--- src/rtl/dma_route_pkg.sv ---
package dma_route_pkg;
  typedef enum logic [1:0] {
    EDGE_NONE = 2'b00,
    EDGE_RISE = 2'b01,
    EDGE_FALL = 2'b10,
    EDGE_BOTH = 2'b11
  } edge_pol_e;
endpackage

--- src/rtl/req_select.sv ---
module req_select #(
  parameter int NUM_REQ = 127,
  parameter int SEL_W   = 7
) (
  input  logic [NUM_REQ-1:0] req_bus_i,
  input  logic [SEL_W-1:0]   sel_i,
  output logic               req_o
);
  localparam int NPAD = 2 ** SEL_W;

  logic [NPAD-1:0] pad;

  // slot 0 and slots past NUM_REQ read as idle
  always_comb begin
    pad = '0;
    pad[NUM_REQ:1] = req_bus_i;
  end

  assign req_o = pad[sel_i];
endmodule

--- src/rtl/sync_edge_det.sv ---
module sync_edge_det
  import dma_route_pkg::*;
#(
  parameter int NUM_SYNC = 8,
  parameter int SEL_W    = 3
) (
  input  logic                clk_i,
  input  logic                rst_ni,
  input  logic [NUM_SYNC-1:0] sync_bus_i,
  input  logic [SEL_W-1:0]    sel_i,
  input  edge_pol_e           pol_i,
  output logic                edge_o
);
  localparam int NPAD = 2 ** SEL_W;

  logic [NPAD-1:0] rise, fall;

  for (genvar g = 0; g < NPAD; g++) begin : g_line
    if (g < NUM_SYNC) begin : g_live
      logic meta_q, sync_q, prev_q;
      always_ff @(posedge clk_i or negedge rst_ni) begin
        if (!rst_ni) begin
          meta_q <= 1'b0;
          sync_q <= 1'b0;
          prev_q <= 1'b0;
        end else begin
          meta_q <= sync_bus_i[g];
          sync_q <= meta_q;
          prev_q <= sync_q;
        end
      end
      assign rise[g] = sync_q & ~prev_q;
      assign fall[g] = ~sync_q & prev_q;
    end else begin : g_dead
      assign rise[g] = 1'b0;
      assign fall[g] = 1'b0;
    end
  end

  logic sel_rise, sel_fall;
  assign sel_rise = rise[sel_i];
  assign sel_fall = fall[sel_i];

  always_comb begin
    unique case (pol_i)
      EDGE_RISE: edge_o = sel_rise;
      EDGE_FALL: edge_o = sel_fall;
      EDGE_BOTH: edge_o = sel_rise | sel_fall;
      default:   edge_o = 1'b0;
    endcase
  end
endmodule

--- src/rtl/req_gate_cnt.sv ---
module req_gate_cnt #(
  parameter int CNT_W = 5
) (
  input  logic             clk_i,
  input  logic             rst_ni,
  input  logic             cfg_wr_i,
  input  logic             ovr_clr_i,
  input  logic             sync_en_i,
  input  logic             evt_en_i,
  input  logic [CNT_W-1:0] cnt_field_i,
  input  logic             sel_req_i,
  input  logic             edge_i,
  input  logic             ack_i,
  output logic             req_o,
  output logic             evt_o,
  output logic             ovr_o,
  output logic             cnt_zero_o
);
  localparam int RW = CNT_W + 1;

  logic [RW-1:0] cnt_q, load_val, base, rem;
  logic          gate, fire, reload, ovr_set;

  assign load_val   = {1'b0, cnt_field_i} + RW'(1);
  assign cnt_zero_o = (cnt_q == '0);
  assign gate       = !sync_en_i || !cnt_zero_o;
  assign req_o      = sel_req_i && gate;
  assign fire       = req_o && ack_i;
  // direct mode treats zero as a fresh period
  assign base       = cnt_zero_o ? load_val : cnt_q;
  assign rem        = base - RW'(1);
  assign reload     = sync_en_i && edge_i;
  assign ovr_set    = reload && !cnt_zero_o;

  always_ff @(posedge clk_i or negedge rst_ni) begin
    if (!rst_ni) begin
      cnt_q <= '0;
      evt_o <= 1'b0;
    end else begin
      evt_o <= evt_en_i && fire && (rem == '0) && !reload && !cfg_wr_i;
      if (cfg_wr_i)    cnt_q <= '0;
      else if (reload) cnt_q <= load_val;
      else if (fire)   cnt_q <= rem;
    end
  end

  always_ff @(posedge clk_i or negedge rst_ni) begin
    if (!rst_ni)        ovr_o <= 1'b0;
    else if (ovr_set)   ovr_o <= 1'b1;
    else if (ovr_clr_i) ovr_o <= 1'b0;
  end
endmodule

--- src/rtl/dma_req_route_ch.sv ---
module dma_req_route_ch
  import dma_route_pkg::*;
#(
  parameter int NUM_REQ  = 127,
  parameter int NUM_SYNC = 8,
  parameter int CNT_W    = 5,
  localparam int REQ_SEL_W = $clog2(NUM_REQ + 1),
  localparam int SYN_SEL_W = $clog2(NUM_SYNC),
  localparam int CFG_W     = REQ_SEL_W + 4 + SYN_SEL_W + CNT_W + 1
) (
  input  logic                clk_i,
  input  logic                rst_ni,
  input  logic                cfg_we_i,
  input  logic [CFG_W-1:0]    cfg_wdata_i,
  input  logic [NUM_REQ-1:0]  req_bus_i,
  input  logic [NUM_SYNC-1:0] sync_bus_i,
  input  logic                ack_i,
  output logic                req_o,
  output logic                evt_o,
  output logic                ovr_o
);
  localparam int SYNC_EN_B = REQ_SEL_W;
  localparam int EVT_EN_B  = SYNC_EN_B + 1;
  localparam int POL_LSB   = EVT_EN_B + 1;
  localparam int SSEL_LSB  = POL_LSB + 2;
  localparam int CNT_LSB   = SSEL_LSB + SYN_SEL_W;
  localparam int CLR_B     = CNT_LSB + CNT_W;

  logic [CLR_B-1:0]     cfg_q;
  logic [REQ_SEL_W-1:0] reqsel_q;
  logic                 sync_en_q, evt_en_q;
  edge_pol_e            pol_q;
  logic [SYN_SEL_W-1:0] syncsel_q;
  logic [CNT_W-1:0]     cnt_field_q;
  logic                 sel_req, edge_hit, cnt_zero, ovr_clr;

  always_ff @(posedge clk_i or negedge rst_ni) begin
    if (!rst_ni)       cfg_q <= '0;
    else if (cfg_we_i) cfg_q <= cfg_wdata_i[CLR_B-1:0];
  end

  assign reqsel_q    = cfg_q[REQ_SEL_W-1:0];
  assign sync_en_q   = cfg_q[SYNC_EN_B];
  assign evt_en_q    = cfg_q[EVT_EN_B];
  assign pol_q       = edge_pol_e'(cfg_q[POL_LSB +: 2]);
  assign syncsel_q   = cfg_q[SSEL_LSB +: SYN_SEL_W];
  assign cnt_field_q = cfg_q[CNT_LSB +: CNT_W];
  assign ovr_clr     = cfg_we_i && cfg_wdata_i[CLR_B];

  req_select #(.NUM_REQ(NUM_REQ), .SEL_W(REQ_SEL_W)) u_sel (
    .req_bus_i (req_bus_i),
    .sel_i     (reqsel_q),
    .req_o     (sel_req)
  );

  sync_edge_det #(.NUM_SYNC(NUM_SYNC), .SEL_W(SYN_SEL_W)) u_edge (
    .clk_i      (clk_i),
    .rst_ni     (rst_ni),
    .sync_bus_i (sync_bus_i),
    .sel_i      (syncsel_q),
    .pol_i      (pol_q),
    .edge_o     (edge_hit)
  );

  req_gate_cnt #(.CNT_W(CNT_W)) u_gate (
    .clk_i       (clk_i),
    .rst_ni      (rst_ni),
    .cfg_wr_i    (cfg_we_i),
    .ovr_clr_i   (ovr_clr),
    .sync_en_i   (sync_en_q),
    .evt_en_i    (evt_en_q),
    .cnt_field_i (cnt_field_q),
    .sel_req_i   (sel_req),
    .edge_i      (edge_hit),
    .ack_i       (ack_i),
    .req_o       (req_o),
    .evt_o       (evt_o),
    .ovr_o       (ovr_o),
    .cnt_zero_o  (cnt_zero)
  );
endmodule

--- config.mk ---
export PLATFORM = sky130hd
export DESIGN_NAME = dma_req_route_ch
export DESIGN_NICKNAME = d
export VERILOG_FILES = /design/src/rtl/dma_route_pkg.sv /design/src/rtl/req_select.sv /design/src/rtl/sync_edge_det.sv /design/src/rtl/req_gate_cnt.sv /design/src/rtl/dma_req_route_ch.sv
export SDC_FILE = /design/constraint.sdc
export NUM_CORES = 1
export LEC_CHECK = 0
export ABC_AREA = 1
export BUFFER_PORTS_ARGS = -buffer_cell sky130_fd_sc_hd__buf_4
export CORE_MARGIN = 2
export CORE_UTILIZATION = 51
export DETAILED_ROUTE_END_ITERATION = 16
export PLACE_DENSITY = 0.92
export SYNTH_ARGS = -nofsm -noshare
export SYNTH_HDL_FRONTEND = slang
export SYNTH_SLANG_ARGS = --single-unit
--- constraint.sdc ---
create_clock -name clk_i -period 3.85 [get_ports clk_i]
set_input_delay 0.1925 -clock clk_i [delete_from_list [all_inputs] [get_ports clk_i]]
set_output_delay 0.1925 -clock clk_i [all_outputs]
set_load 0.05 [all_outputs]
==> impl_metrics.py <==
metrics = {
    "outcome": {
        "status": "complete, no violations",
    },
    "sta": {
        "setup_slack_ns": 1.095,
        "setup_viol": 0,
        "finalClockSkew_ns": 0.007918,
        "slew-limit-headroom_pct": 36.45,
        "final.setup.tns_ns": 0,
        "period_minus_slack_ns": 2.755,
        "rsz0062_at_grt": "false",
        "max_freq_mhz": 363.0,
        "post-route-period-util_pct": 71.56,
        "hold_ws_ns": 0.07893,
        "hold_viol_final": 0,
        "slew_violations": 0,
        "worstMarginPinSlew_ns": 0.9519,
    },
    "worst_setup_path": {
        "crit_type": "flop to primary output",
        "crit_required_ns": 3.66,
        "cp_common_cell": "nand3_1",
        "critPathSlowestCell": "inv_2",
        "start_kind": "flop",
        "crit_path_cell_trace": "inv_2 > nand2_1 > nand3_1 > nand3_1 > nand2_1 > nand2_1 > nand3_1 > nand3_1 > nand3_2 > and3_1 > buf_4",
        "arrival_ns": 2.56,
        "slowest_delay_ns": 0.68,
        "crit_fanout": 64,
        "crit_path_end_kind": "primary output",
    },
    "cells_and_area": {
        "nNetsFinal": 866,
        "drive_gt1_share_pct": 25.88,
        "num_antenna_cells": 0,
        "nFillCells": 551,
        "final_area_sq_um": 4878,
        "area_growth_pct": 37.14,
        "final_util_pct": 72.20,
        "final_cells": 787,
    },
    "clock_tree": {
        "root_buffer": "clkbuf_8",
        "clk_path_buf_depth": 2,
        "cts.sinks": 51,
        "cts-buffers-inserted": 5,
        "postCtsSetupBuffers": 0,
        "cts_tree": "done",
        "cts_hold_repair.buffers": 9,
        "cts_resized": 0,
        "clk-insertion-delay-late_ns": 0.31,
        "htree_levels": 2,
        "clk_pin_slew_ns": 0.09,
    },
    "global_route": {
        "grt_pass1_wl_um": 16700,
        "grt_pass1_vias": 3810,
        "overflow": 0,
        "antenna_found_initial": 0,
        "track_usage_pct": 27.13,
        "grt_max_degree": 65,
    },
    "placed_design": {
        "pre_cts_ws_ns": 1.468,
        "placed_area_sq_um": 4693,
        "placed_cells": 770,
        "hpwlAfterDp_um": 8026,
        "gp_congestion": 0.8779,
        "port_buffers": 161,
    },
    "floorplanning": {
        "placementRows": 30,
        "core_sq_um": 6756,
        "io_pins": 162,
        "fp.dieArea_sq_um": 7659,
        "die_h_um": 87.52,
        "fp.dieW_um": 87.52,
        "initial_utilization_pct": 52.65,
    },
    "drt": {
        "ant_nets": 0,
        "drt_iter0_drc": 268,
        "viasPerCell": 5.382,
        "routed_wl_um": 10820,
        "drt_pre_antenna_iters": 5,
        "vias": 4236,
        "drc": 0,
        "wire_per_inst_um": 13.75,
    },
    "logic_synthesis": {
        "yosys_most_used_dff": "dfrtp_1",
        "syn_area_sq_um": 3557,
        "syn_inst": 556,
        "ys_seq_area_share_pct": 35.88,
        "synth_fp_nets": 716,
        "synth_top_area_share_pct": 35.88,
        "synth-edff-count": 0,
        "avgSynthCellArea_sq_um": 6.398,
        "synth-seq-cells": 51,
        "ys_types": 32,
        "synth_area_leader_cell": "dfrtp_1",
        "synthTopCellsByArea": "dfrtp_1 36%, nand2_1 24%, nand3_1 18%, inv_1 4.0%, nor2_1 2.8%",
        "yosys_warnings": 0,
        "synthArstFlopShare_pct": 100.0,
    },
    "power_and_ir_drop": {
        "power_density_nw_per_um2": 356.3,
        "power_mw": 1.738,
        "p_leak_nw": 2.643,
        "ir_worst_vdd_v": 0.0003889,
    },
    "run": {
        "maxCapViolCount": 0,
    },
    "hold_path": {
        "hold_path.class": "primary input to flop",
    },
}
power by group:
group	internal (mW)	total [mW]	switching, mW
logic	0.315	0.761	0.446
registers	0.597	0.653	0.0558
clock network	0.134	0.325	0.191
sequential cells by signal (all words and copies together), names as in the netlist:
| signal | flops |
|---|---|
| cfg_q | 19 |
| u_edge.g_line.g_live.meta_q | 8 |
| u_gate.evt_o | 1 |
| u_edge.g_line.g_live.prev_q | 8 |
| u_edge.g_line.g_live.sync_q | 8 |
| u_gate.ovr_o | 1 |
| u_gate.cnt_q | 6 |
critical path, delay by kind of cell, from the launching register on:
| family | cells | cell delay, ns |
|---|---|---|
| DFF | 1 | 0.41 |
| and+or+nand+nor | 9 | 0.92 |
| buffers and inverters | 2 | 0.88 |
cell usage in the layout, fill, tap and decap left out, types with 2 or more instances in the layout:
| master | netlist | layout |
|---|---|---|
| nand2_1 | 231 | 231 |
| o21ai_0 | 19 | 19 |
| nand3b_1 | 2 | 2 |
| inv_6 | 0 | 2 |
| nand2_2 | 2 | 2 |
| nand3_1 | 126 | 126 |
| a21oi_1 | 5 | 5 |
| nor2_1 | 27 | 27 |
| xor2_1 | 4 | 4 |
| dlygate4sd3_1 | 0 | 9 |
| buf_4 | 5 | 163 |
| clkbuf_8 | 0 | 5 |
| nand3_2 | 2 | 2 |
| dfrtp_1 | 51 | 50 |
| inv_2 | 4 | 4 |
| inv_1 | 38 | 38 |
| nor3_1 | 2 | 2 |
layer usage:
layer  up-vias  GRT usage (%)  wire length [um]
met2       187          49.45              5492
met1      1941          31.78              4195
met4         0          9.650               279
li1       2082              -                 -
met5         -              0                 0
met3        26          4.929               851
worst paths after layout:
kind                                                     start                             end  slack, ns  depth (start not counted)
worst max-delay path                                  cfg_q[0]                           req_o       1.10                         11
worst min-delay path                           cfg_wdata_i[15]                       cfg_q[15]       0.08                          3
worst max register to register                        cfg_q[0]                 u_gate.cnt_q[1]       1.46                         13
worst min register to register  u_edge.g_line[0].g_live.meta_q  u_edge.g_line[0].g_live.sync_q       0.36                          0
max in group asynchronous                               rst_ni                        cfg_q[0]       2.98                          2
min in group asynchronous                               rst_ni  u_edge.g_line[7].g_live.meta_q       0.43                          2
layout make-up:
| cell class | count | area, sq um | area share [%] |
|---|---|---|---|
| Timing Repair Buffer | 172 | 1314 | 26.93 |
| Sequential cell | 51 | 1277 | 26.19 |
| Clock inverter | 3 | 26.28 | 0.5386 |
| Clock buffer | 5 | 68.82 | 1.411 |
| Tap cell | 80 | 100.1 | 2.052 |
| Inverter | 43 | 161.4 | 3.309 |
| Multi-Input combinational cell | 433 | 1931 | 39.57 |
cell families (layout without fill, tap and decap cells):
family | Yosys count | count (layout) | synth area share, %
AO/OA/AOI/OAI | 29 | 29 | 4.326
XOR/XNOR | 5 | 5 | 1.231
adder cells (fa/ha/maj) | 1 | 1 | 0.3517
buffers and inverters | 72 | 223 | 9.848
flip-flops | 51 | 51 | 35.88
AND/OR/NAND/NOR | 398 | 398 | 48.36
cell usage after synthesis (2+ instances only):
cell,count
nand2_2,2
dfrtp_1,51
nand2_1,231
xor2_1,4
inv_2,4
nor2_1,27
buf_4,5
nand3b_1,2
inv_1,38
a21oi_1,5
nand3_1,126
clkbuf_1,4
nand3_2,2
o21ai_0,19
buf_2,13
buf_6,6
nor3_1,2
Note: power is estimated with default switching activity, not from simulation.
